$ cat src/rtl/ktb_pkg.sv
package ktb_pkg;
  localparam int ADR_DIV        = 0;
  localparam int ADR_TIME       = 1;
  localparam int ADR_STAT       = 2;
  localparam int ADR_TMR_BASE   = 16;
  localparam int ADR_TMR_STRIDE = 4;

  typedef enum logic [1:0] {
    TR_CTRL  = 2'd0,
    TR_COUNT = 2'd1,
    TR_CMP   = 2'd2
  } tmr_reg_e;
endpackage

$ cat src/rtl/ktb_tick_gen.sv
module ktb_tick_gen #(
  parameter int DIV_W = 16
) (
  input  logic             clk,
  input  logic             rst_n,
  input  logic             div_we,
  input  logic [DIV_W-1:0] div_wdata,
  output logic [DIV_W-1:0] div_q,
  output logic             tick
);
  localparam logic [DIV_W-1:0] ONE = DIV_W'(1);

  logic [DIV_W-1:0] pcnt_q, pcnt_d, div_d;

  always_comb begin
    tick  = (div_q != '0) && (pcnt_q == div_q - ONE);
    div_d = div_we ? div_wdata : div_q;
    if (div_we || (div_q == '0) || tick) pcnt_d = '0;
    else                                 pcnt_d = pcnt_q + ONE;
  end

  always_ff @(posedge clk or negedge rst_n) begin
    if (!rst_n) begin
      div_q  <= '0;
      pcnt_q <= '0;
    end else begin
      div_q  <= div_d;
      pcnt_q <= pcnt_d;
    end
  end


  tick_spacing_chk: assert property (@(posedge clk) disable iff (!rst_n)
    (tick && div_q > ONE && !div_we) |=> !tick);
endmodule

$ cat src/rtl/ktb_sys_time.sv
module ktb_sys_time #(
  parameter int TIME_W = 32
) (
  input  logic              clk,
  input  logic              rst_n,
  input  logic              tick,
  input  logic              err_clr,
  output logic [TIME_W-1:0] time_q,
  output logic              err_q
);
  logic [TIME_W-1:0] time_d;
  logic              err_d;
  logic              at_max;

  always_comb begin
    at_max = &time_q;
    time_d = time_q;
    err_d  = err_q && !err_clr;
    if (tick) begin
      if (at_max) begin
        time_d = '0;
        err_d  = 1'b1;
      end else begin
        time_d = time_q + TIME_W'(1);
      end
    end
  end

  always_ff @(posedge clk or negedge rst_n) begin
    if (!rst_n) begin
      time_q <= '0;
      err_q  <= 1'b0;
    end else begin
      time_q <= time_d;
      err_q  <= err_d;
    end
  end


  time_step_chk: assert property (@(posedge clk) disable iff (!rst_n)
    (tick && !at_max) |=> (time_q == $past(time_q) + TIME_W'(1)));

  time_wrap_chk: assert property (@(posedge clk) disable iff (!rst_n)
    (tick && at_max) |=> (time_q == '0 && err_q));
endmodule

$ cat src/rtl/ktb_timer.sv
module ktb_timer #(
  parameter int CNT_W = 32
) (
  input  logic             clk,
  input  logic             rst_n,
  input  logic             tick,
  input  logic             ctrl_we,
  input  logic [1:0]       ctrl_wdata,
  input  logic             cnt_we,
  input  logic [CNT_W-1:0] cnt_wdata,
  input  logic             cmp_we,
  input  logic [CNT_W-1:0] cmp_wdata,
  input  logic             flag_clr,
  output logic             en_q,
  output logic             up_q,
  output logic [CNT_W-1:0] cnt_q,
  output logic [CNT_W-1:0] cmp_q,
  output logic             flag_q
);
  logic [CNT_W-1:0] cnt_d, cmp_d, step_val;
  logic             en_d, up_d, flag_d, hit, advance;

  always_comb begin
    if (up_q)               step_val = cnt_q + CNT_W'(1);
    else if (cnt_q == '0)   step_val = '0;
    else                    step_val = cnt_q - CNT_W'(1);
    hit     = up_q ? (step_val == cmp_q) : (step_val == '0);
    advance = tick && en_q;
    en_d    = ctrl_we ? ctrl_wdata[0] : en_q;
    up_d    = ctrl_we ? ctrl_wdata[1] : up_q;
    cmp_d   = cmp_we  ? cmp_wdata     : cmp_q;
    if (cnt_we)       cnt_d = cnt_wdata;
    else if (advance) cnt_d = step_val;
    else              cnt_d = cnt_q;
    flag_d  = (flag_q && !flag_clr) || (advance && !cnt_we && hit);
  end

  always_ff @(posedge clk or negedge rst_n) begin
    if (!rst_n) begin
      en_q   <= 1'b0;
      up_q   <= 1'b0;
      cnt_q  <= '0;
      cmp_q  <= '0;
      flag_q <= 1'b0;
    end else begin
      en_q   <= en_d;
      up_q   <= up_d;
      cnt_q  <= cnt_d;
      cmp_q  <= cmp_d;
      flag_q <= flag_d;
    end
  end


  down_hold_chk: assert property (@(posedge clk) disable iff (!rst_n)
    (tick && en_q && !up_q && cnt_q == '0 && !cnt_we) |=> (cnt_q == '0 && flag_q));

  idle_hold_chk: assert property (@(posedge clk) disable iff (!rst_n)
    (!en_q && !cnt_we) |=> $stable(cnt_q));

  wr_prio_chk: assert property (@(posedge clk) disable iff (!rst_n)
    cnt_we |=> (cnt_q == $past(cnt_wdata)));
endmodule

$ cat src/rtl/ktb_timebase.sv
module ktb_timebase #(
  parameter int NUM_TMR = 4,
  parameter int TIME_W  = 32,
  parameter int CNT_W   = 32,
  parameter int DIV_W   = 16,
  parameter int ADDR_W  = 6
) (
  input  logic               clk,
  input  logic               rst_n,
  input  logic               wr_en,
  input  logic [ADDR_W-1:0]  wr_addr,
  input  logic [31:0]        wr_data,
  input  logic [ADDR_W-1:0]  rd_addr,
  output logic [31:0]        rd_data,
  output logic               tick_irq,
  output logic               time_err,
  output logic [NUM_TMR-1:0] expired
);
  import ktb_pkg::*;

  localparam int DATA_W = 32;
  localparam logic [ADDR_W-1:0] A_DIV  = ADDR_W'(ADR_DIV);
  localparam logic [ADDR_W-1:0] A_TIME = ADDR_W'(ADR_TIME);
  localparam logic [ADDR_W-1:0] A_STAT = ADDR_W'(ADR_STAT);

  function automatic logic [ADDR_W-1:0] tmr_addr(input int idx, input tmr_reg_e r);
    return ADDR_W'(ADR_TMR_BASE + idx * ADR_TMR_STRIDE + int'(r));
  endfunction

  logic               tick, irq_d;
  logic [DIV_W-1:0]   div_q;
  logic [TIME_W-1:0]  time_q;
  logic               stat_we;
  logic [NUM_TMR-1:0] en_v, up_v;
  logic [CNT_W-1:0]   cnt_v [NUM_TMR];
  logic [CNT_W-1:0]   cmp_v [NUM_TMR];

  assign stat_we = wr_en && (wr_addr == A_STAT);
  assign irq_d   = tick;

  ktb_tick_gen #(.DIV_W(DIV_W)) u_tick (
    .clk, .rst_n,
    .div_we   (wr_en && (wr_addr == A_DIV)),
    .div_wdata(wr_data[DIV_W-1:0]),
    .div_q    (div_q),
    .tick     (tick)
  );

  ktb_sys_time #(.TIME_W(TIME_W)) u_time (
    .clk, .rst_n,
    .tick   (tick),
    .err_clr(stat_we && wr_data[0]),
    .time_q (time_q),
    .err_q  (time_err)
  );

  for (genvar g = 0; g < NUM_TMR; g++) begin : g_tmr
    ktb_timer #(.CNT_W(CNT_W)) u_tmr (
      .clk, .rst_n,
      .tick      (tick),
      .ctrl_we   (wr_en && (wr_addr == tmr_addr(g, TR_CTRL))),
      .ctrl_wdata(wr_data[1:0]),
      .cnt_we    (wr_en && (wr_addr == tmr_addr(g, TR_COUNT))),
      .cnt_wdata (wr_data[CNT_W-1:0]),
      .cmp_we    (wr_en && (wr_addr == tmr_addr(g, TR_CMP))),
      .cmp_wdata (wr_data[CNT_W-1:0]),
      .flag_clr  (stat_we && wr_data[g+1]),
      .en_q      (en_v[g]),
      .up_q      (up_v[g]),
      .cnt_q     (cnt_v[g]),
      .cmp_q     (cmp_v[g]),
      .flag_q    (expired[g])
    );
  end

  always_ff @(posedge clk or negedge rst_n) begin
    if (!rst_n) tick_irq <= 1'b0;
    else        tick_irq <= irq_d;
  end

  always_comb begin
    rd_data = '0;
    if (rd_addr == A_DIV)  rd_data = DATA_W'(div_q);
    if (rd_addr == A_TIME) rd_data = DATA_W'(time_q);
    if (rd_addr == A_STAT) rd_data = DATA_W'({expired, time_err});
    for (int i = 0; i < NUM_TMR; i++) begin
      if (rd_addr == tmr_addr(i, TR_CTRL))  rd_data = DATA_W'({up_v[i], en_v[i]});
      if (rd_addr == tmr_addr(i, TR_COUNT)) rd_data = DATA_W'(cnt_v[i]);
      if (rd_addr == tmr_addr(i, TR_CMP))   rd_data = DATA_W'(cmp_v[i]);
    end
  end


  err_sticky_chk: assert property (@(posedge clk) disable iff (!rst_n)
    (time_err && !(stat_we && wr_data[0])) |=> time_err);

  irq_follow_chk: assert property (@(posedge clk) disable iff (!rst_n)
    (div_q == '0 && !(wr_en && wr_addr == A_DIV)) |=> !tick_irq);
endmodule

$ cat config.mk
export PLATFORM = sky130hd
export DESIGN_NAME = ktb_timebase
export DESIGN_NICKNAME = d
export VERILOG_FILES = /design/src/rtl/ktb_pkg.sv /design/src/rtl/ktb_tick_gen.sv /design/src/rtl/ktb_sys_time.sv /design/src/rtl/ktb_timer.sv /design/src/rtl/ktb_timebase.sv
export SDC_FILE = /design/constraint.sdc
export NUM_CORES = 1
export LEC_CHECK = 0
export ABC_AREA = 1
export BUFFER_PORTS_ARGS = -buffer_cell sky130_fd_sc_hd__buf_2
export CAP_MARGIN = 30
export CORE_MARGIN = 8
export CORE_UTILIZATION = 40
export CTS_CLUSTER_SIZE = 40
export DETAILED_ROUTE_END_ITERATION = 8
export GPL_TIMING_DRIVEN = 0
export HOLD_SLACK_MARGIN = 0.05
export SLEW_MARGIN = 20
export SYNTH_ARGS = -nofsm -noshare
export SYNTH_HDL_FRONTEND = slang
export SYNTH_HIERARCHICAL = 1
export SYNTH_SLANG_ARGS = --single-unit
$ cat constraint.sdc
create_clock -name clk -period 2.4 [get_ports clk]
set_input_delay 0.36 -clock clk [delete_from_list [all_inputs] [get_ports clk]]
set_output_delay 0.36 -clock clk [all_outputs]
set_load 0.05 [all_outputs]
==> results of run 1 <==
==> sequential cells by signal, indices dropped and copies added (netlist names) <==
name and flops:
g_tmr.u_tmr/cmp_q 128, g_tmr.u_tmr/cnt_q 128, u_time/time_q 32, u_tick/div_q 16
u_tick/pcnt_q 16, g_tmr.u_tmr/en_q 4, g_tmr.u_tmr/flag_q 4, g_tmr.u_tmr/up_q 4
tick_irq 1, u_time/err_q 1
==> final timing paths <==
| path | start | endpoint | slack, ns | depth (start not counted) |
|---|---|---|---|---|
| max in group asynchronous | rst_n | g_tmr[3].u_tmr/cnt_q[23]$_DFFE_PN0P_ | 0.60 | 4 |
| min reg2reg | u_tick/pcnt_q[0]$_DFF_PN0_ | u_tick/pcnt_q[0]$_DFF_PN0_ | 0.51 | 1 |
| min | wr_data[22] | g_tmr[2].u_tmr/cmp_q[22]$_DFFE_PN0P_ | 0.19 | 3 |
| max | g_tmr[0].u_tmr/flag_q$_DFF_PN0_ | rd_data[1] | -0.59 | 9 |
| min in group asynchronous | rst_n | u_time/time_q[27]$_DFFE_PN0P_ | 0.33 | 2 |
| max reg2reg | u_tick/div_q[0]$_DFFE_PN0P_ | u_time/time_q[18]$_DFFE_PN0P_ | -0.45 | 20 |
==> layout by cell type (no fill, tap or decap), types with 107 or more instances in the layout <==
cell type	synthesis	layout
dfrtp_1	334	273
nand3_1	587	468
nand2_2	65	184
inv_1	478	453
nor2_1	606	532
nand3_2	67	171
o21ai_0	217	210
buf_4	26	132
nor2_4	55	107
buf_2	86	126
nand2_1	2075	1907
==> cell families after synthesis <==
family	after synthesis
compound gates	380
simple gates	3702
flops	334
fa+ha+maj	16
mux	9
xor+xnor	62
buf+inv	735
==> metrics by stage <==
| stage | utilization | hold slack (ns) | setup TNS (ns) | area (sq um) |
|---|---|---|---|---|
| 4_1_cts | 0.493 | 0.159 | -53.65 | 38100 |
| 2_1_floorplan | - | 0.0644 | -0.161 | 31200 |
| 3_3_place_gp | 0.425 | 0.503 | -2170.96 | 32900 |
| 6_report | 0.510 | 0.189 | -63.83 | 39500 |
| 3_5_place_dp | 0.427 | 0.391 | -169.09 | 33000 |
| 5_1_grt | 0.510 | 0.190 | -88.35 | 39500 |
==> power breakdown <==
part	leakage, nW	switching (mW)	total, mW	internal (mW)
clock network	0.733	2.85	7.06	4.20
registers	3.87	1.15	7.68	6.53
logic	14.6	7.15	10.4	3.22
==> layout make-up <==
cell class	instances	area (sq um)	area share
multi-input combinational	4171	22100	0.559
antenna	2	5.00	0.000127
clock inverter	15	253	0.00640
tap	1040	1300	0.0330
sequential	334	8430	0.214
inverter	503	1920	0.0488
buffer	232	1730	0.0438
clock buffer	66	1260	0.0320
timing repair buffer	256	2500	0.0632
==> layer usage <==
metal | wire (microns) | global-route usage | share of wire | vias up
li1 | - | - | - | 17200
met1 | 60200 | 0.425 | 0.38 | 17300
met2 | 71600 | 0.571 | 0.45 | 1897
met3 | 14000 | 0.0613 | 0.088 | 497
met4 | 12800 | 0.223 | 0.081 | 2
met5 | 12 | 0 | 0.000076 | -
==> worst reg2reg max path, delay by kind of cell, from the launching register on <==
kind,cells,cell delay [ns]
and+or+nand+nor,13,1.50
buffers and inverters,6,0.65
DFF,1,0.45
AOI/OAI and AO/OA,1,0.17
==> what timing repair did <==
action                     CTS  global route
cloned                      11             7
hold buffers                 1             0
hold endpoints to repair    69             0
buffers inserted           113            47
setup endpoints to repair  197           198
pin swaps                  205           138
resized for setup          678           266
==> metrics.md, run 1 <==
| Metric | Value |
|---|---|
| Main flop type after synthesis | dfrtp_1 |
| Post-synth cell types | 40 |
| Initial antenna violation count | 5 |
| Mapped cell area | around 31,000 sq um |
| Total GRT Usage | 0.349 |
| CP max FO | 3 |
| Clock latency on the worst-skew pair | around 0.63 ns |
| Top cells by area, synth | dfrtp_1 27%, nand2_1 25%, nand3_1 9.4% |
| CTS Sinks | 334 |
| Largest net degree at the start of global routing | 94 |
| Worst VDD drop | 0.485 mV |
| Setup CP Type | flop to output port |
| TritonCTS clock tree | built |
| Final WS setup | -0.594 ns |
| Initial Util | 0.403 |
| Die Width | between 200 and 300 microns |
| Finished Layout Cells | 6,619 |
| Nets | around 5,600 |
| CP required | 2.04 ns |
| Relative slew slack | 0.430 |
| Setup Skew | roughly 0.055 ns |
| Count of final setup violators | approximately 200 |
| Worst-margin pin slew | roughly 0.86 ns |
| P&R area growth vs syn | 26.7% |
| Status | finished with violations |
| Detail Route Antenna Nets | 0 |
| Gate count after technology mapping | between 5,000 and 6,000 |
| Dpl hpwl | 122 mm |
| Final Max Tran Viols | 0 |
| Worst-path clk slew | 0.06 ns |
| WL/cell | 24.0 microns |
| Top-count cell post-synth | nand2_1 |
| Via count | 36,900 |
| Main combinational cell family by area after synthesis | simple AND/OR/NAND/NOR gates |
| Syn nets | approximately 5,300 |
| Layout fillers | ~8,100 |
| Number of remaining DRC errors | 0 |
| Die area | 87,100 sq um |
| FFs w/ async S/R, synth | 1.00 |
| Gpl congestion | 1.02 |
| Synth warn | 6 |
| Worst path arrival time | ~2.6 ns |
| Post-synthesis sequential area ratio | 0.268 |
| Clock Tree Root | clkbuf_16 |
| Area of the core | between 70,000 and 80,000 sq um |
| First-pass GRT wire length | 227 mm |
| Slowest stage delay, CP | around 0.45 ns |
| Failing checks | setup timing |
| # IOs | 85 |
| Most frequent cell on the critical path | nand4_1 |
| Site row count | roughly 100 |
| CP top delay family | simple AND/OR/NAND/NOR gates |
| CP Buf/Inv Count | 1 |
| Port-buffer cells | between 80 and 90 |
| Pwr per Cell Area | between 600 and 700 nW/um^2 |
| Final hold viol count | 0 |
| FMAX | approximately 330 MHz |
| Total grt overflow | 0 |
| Critical-path top delay cell | dfrtp_1 |
| Post-route minimum period | 2.99 ns |
| Num CTS Buffers | 44 |
| Synth Register Bits | between 300 and 400 |
| Max_cap viols | 0 |
| Critical Path End Type | output port |
| Area leader, netlist | dfrtp_1 |
| Synth Area in XOR/XNOR | 0.0174 |
| Total power | between 20 and 30 mW |
| Post-synth EDFFs | 0 |
| Top cell type's share of synthesized area | 0.268 |
| Worst setup SP type | flop |
| Post-synthesis mux area share | 0.00325 |
| Post-synthesis simple-gate area fraction | 0.528 |
| Synth Area in Compound Gates | 0.0730 |
| Wirelength, routed | 159 mm |
| CP Cell Sequence | nand4_1 -> nand3_2 -> nor2_2 -> nand4_1 -> nand2_1 -> nand4_1 -> nor2_2 -> nand4_1 -> buf_6 |
| Area share of fa/ha/maj cells after synthesis | 0.00643 |
| Die Height | ~300 microns |
| Commonest cells in the netlist | 2,075 x nand2_1, 606 x nor2_1, 587 x nand3_1 |
| Max clock buf depth | 3 |
| CTS H-tree lvls | 2 |
| Placed cell count | 6,365 |
| Fin crit share | 1.25 |
| TritonRoute pass-1 iters | 8 |
| Unrepaired setup endpoints after global routing | true |
| Vias in the first global route | between 30,000 and 40,000 |
| Dpl ws | -1.13 ns |
| Per-instance average area after synthesis | 5.95 sq um |
| Share of layout cells above drive strength 1 | 0.245 |
| Min-delay worst type | input pin to flop |
| DR vias/cell | 5.58 |
| Lkg Pwr | about 19 nW |
| DR iter-0 viols | about 3,700 |
No activity file was read; power rests on OpenSTA's default activity.
==> run 2, diff against run 1 <==
==> constraint.sdc (replaced) <==
create_clock -name clk -period 2.4 [get_ports clk]
set_input_delay 0.36 -clock clk [delete_from_list [all_inputs] [get_ports clk]]
set_output_delay 0.36 -clock clk [all_outputs]
set_load 0.1 [all_outputs]
==> run 2 against run 1 <==
Net effect:
- the run still ends with setup timing left
- worst hold slack improved by 0.034 ns
- power grew 1.9%
- design area up 0.20%
- critical path type unchanged
- worst setup slack better by 0.0062 ns
- via count up 0.31%
- clock skew grew 0.0097 ns
- global-route usage is 1.0 points lower
- clock-buffer cell count down 7
- combinational power about the same
==> metrics.md, run 2 (synthesized netlist as in run 1, its figures left out) <==
| Metric | Value |
|---|---|
| Psw | ~11 mW |
| Worst-margin pin slew | a little under 0.8 ns |
| Final Max Tran Viols | 0 |
| Via count | roughly 37,000 |
| Clock latency on the worst-skew pair | roughly 0.63 ns |
| Clock power frac | 0.287 |
| DP Area | between 30,000 and 40,000 sq um |
| Fin area | between 30,000 and 40,000 sq um |
| Met1 Use GR | 0.437 |
| Critical path capture point | rd_data[1] |
| Finished Layout Cells | around 6,600 |
| Clock Tree Root | clkbuf_16 |
| Largest net degree at the start of global routing | 89 |
| Routing usage on met2 | 0.535 |
| CTS Sinks | around 330 |
| Setup TNS | -54.73 ns |
| Flop pwr share | 0.304 |
| Layout fillers | 7,960 |
| Final WS setup | -0.588 ns |
| Worst setup SP type | flop |
| Sw Ratio | 0.444 |
| Area of the core | about 77,000 sq um |
| Dpl hpwl | 120 mm |
| GR Util met3 | 0.0587 |
| CTS H-tree lvls | 2 |
| P&R area growth vs syn | 27.0% |
| Die Height | just under 300 microns |
| Worst-path clk slew | about 0.06 ns |
| Number of remaining DRC errors | 0 |
| Reg2reg start | u_tick/div_q[1]$_DFFE_PN0P_ |
| Comb pwr share | 0.409 |
| R2R Setup Slk | -0.39 ns |
| DR vias/cell | ~5.6 |
| N_diodes | 0 |
| TritonCTS clock tree | built |
| FMAX | roughly 330 MHz |
| Max_cap viols | 0 |
| Nets | ~5,600 |
| Setup Skew | approximately 0.065 ns |
| Gpl congestion | between 1 and 1.5 |
| Port-buffer cells | 84 |
| Setup CP Type | flop to output port |
| Initial antenna violation count | 3 |
| Post-route minimum period | approximately 3 ns |
| CP max FO | 3 |
| Min-delay worst type | input pin to flop |
| Die area | between 80,000 and 90,000 sq um |
| Fin crit share | 1.24 |
| Lkg Pwr | between 15 and 20 nW |
| Reg2reg path depth | 22 |
| First-pass GRT wire length | around 220 mm |
| Relative slew slack | 0.485 |
| R2r endpoint | u_time/time_q[22]$_DFFE_PN0P_ |
| Die Width | about 300 microns |
| WL/cell | between 20 and 25 microns |
| Internal | around 14 mW |
| Initial Util | 0.403 |
| Critical Path End Type | output port |
| Share of layout cells above drive strength 1 | 0.248 |
| Wirelength, routed | 155 mm |
| TritonRoute pass-1 iters | 6 |
| Worst Hold Depth | 3 |
| Status | finished with violations |
| Failing checks | setup timing |
| Most frequent cells in the layout | 1,868 x nand2_1, 529 x nor2_1, 462 x nand3_1 |
| DR iter-0 viols | about 4,100 |
| Total GRT Usage | 0.339 |
| CP required | about 2.0 ns |
| Top flop regs | g_tmr.u_tmr/cmp_q: 128 flops, g_tmr.u_tmr/cnt_q: 128 flops, u_time/time_q: 32 flops |
| Num CTS Buffers | 44 |
| # IOs | 85 |
| Total power | 25.6 mW |
| Final core utilization | 0.511 |
| Unrepaired setup endpoints after global routing | true |
| Pwr per Cell Area | 647 nW/um^2 |
| Detail Route Antenna Nets | 0 |
| Vias in the first global route | around 34,000 |
| Critical Path Start | g_tmr[0].u_tmr/flag_q$_DFF_PN0_ |
| Placed cell count | roughly 6,400 |
| Worst VDD drop | about 0.47 mV |
| Final hold viol count | 0 |
| Site row count | approximately 100 |
| Max clock buf depth | 3 |
| Total grt overflow | 0 |
| Worst path arrival time | approximately 2.6 ns |
| Count of final setup violators | roughly 190 |
| Busiest layer in global routing | met2 |
| Commonest non-fill, non-tap cell in the layout | nand2_1 |
==> run 2: changes by cell type in the layout (fill, tap and decap cells not counted), sizes merged <==
cell and delta:
clkinv +1, clkbuf +4, nand3 -1, diode -2, bufinv +2, clkinvlp +1, buf -50
==> run 2: critical path: stages, from the launching register on <==
cell     delay [ns]
dfrtp_2        0.44
nand4_1        0.11
nand3_1        0.11
nor2_2         0.09
nand4_1        0.17
nand2_1        0.12
nand4_1        0.16
nor2_4         0.19
nand4_1        0.31
buf_12         0.29
==> run 2: worst min path at each step <==
stage,from,slack [ns],endpoint
after CTS,wr_data[16],0.18,g_tmr[1].u_tmr/cmp_q[16]$_DFFE_PN0P_
after floorplan,rst_n,0.06,g_tmr[0].u_tmr/cmp_q[0]$_DFFE_PN0P_
after global routing,wr_data[18],0.21,g_tmr[2].u_tmr/cmp_q[18]$_DFFE_PN0P_
after global placement,u_tick/pcnt_q[0]$_DFF_PN0_,0.50,u_tick/pcnt_q[0]$_DFF_PN0_
after detailed placement,rst_n,0.42,tick_irq$_DFF_PN0_
final,wr_data[19],0.22,g_tmr[2].u_tmr/cmp_q[19]$_DFFE_PN0P_
==> run 2: timing repair <==
item,CTS,global route
hold buffers,1,0
gates cloned,12,9
buffers inserted,49,63
gates resized for setup,508,523
endpoints found under the setup margin,197,195
hold endpoints to repair,81,0
pin swaps,93,197
==> run 2: area by class of cell <==
cell class              instances  area (sq um)  area share
repair buffers                218          2300      0.0582
multi-input cells            4170         22200       0.563
clock inverters                19           337     0.00851
flip-flops and latches        334          8450       0.214
well taps                    1040          1300      0.0329
inverters                     503          1950      0.0492
clock buffers                  59          1240      0.0313
plain buffers                 231          1730      0.0437
==> run 2: metrics by stage <==
| step | hold slack [ns] | worst slack, ns |
|---|---|---|
| global route | 0.209 | -0.645 |
| floorplan | 0.0644 | -0.0613 |
| detailed placement | 0.424 | -1.10 |
| finish | 0.222 | -0.588 |
| global placement | 0.497 | -7.33 |
| CTS | 0.184 | -0.496 |
==> run 2: per-layer routing <==
metal / share of wire / vias to the layer above
met4: 0.074 / 2
met2: 0.44 / 1923
met1: 0.39 / 17600
met5: 0.000084 / -
li1: - / 17100
met3: 0.094 / 427
==> run 2: power by group through the flow <==
| stage | combinational [mW] | sequential, mW | clock, mW |
|---|---|---|---|
| 3_5_place_dp | 9.16 | 7.72 | 0 |
| 6_report | 10.5 | 7.77 | 7.34 |
| 2_1_floorplan | 6.53 | 7.21 | 0 |
| 5_1_grt | 11.3 | 7.84 | 7.62 |
| 4_1_cts | 9.62 | 7.69 | 7.41 |
| 3_3_place_gp | 9.15 | 7.71 | 0 |
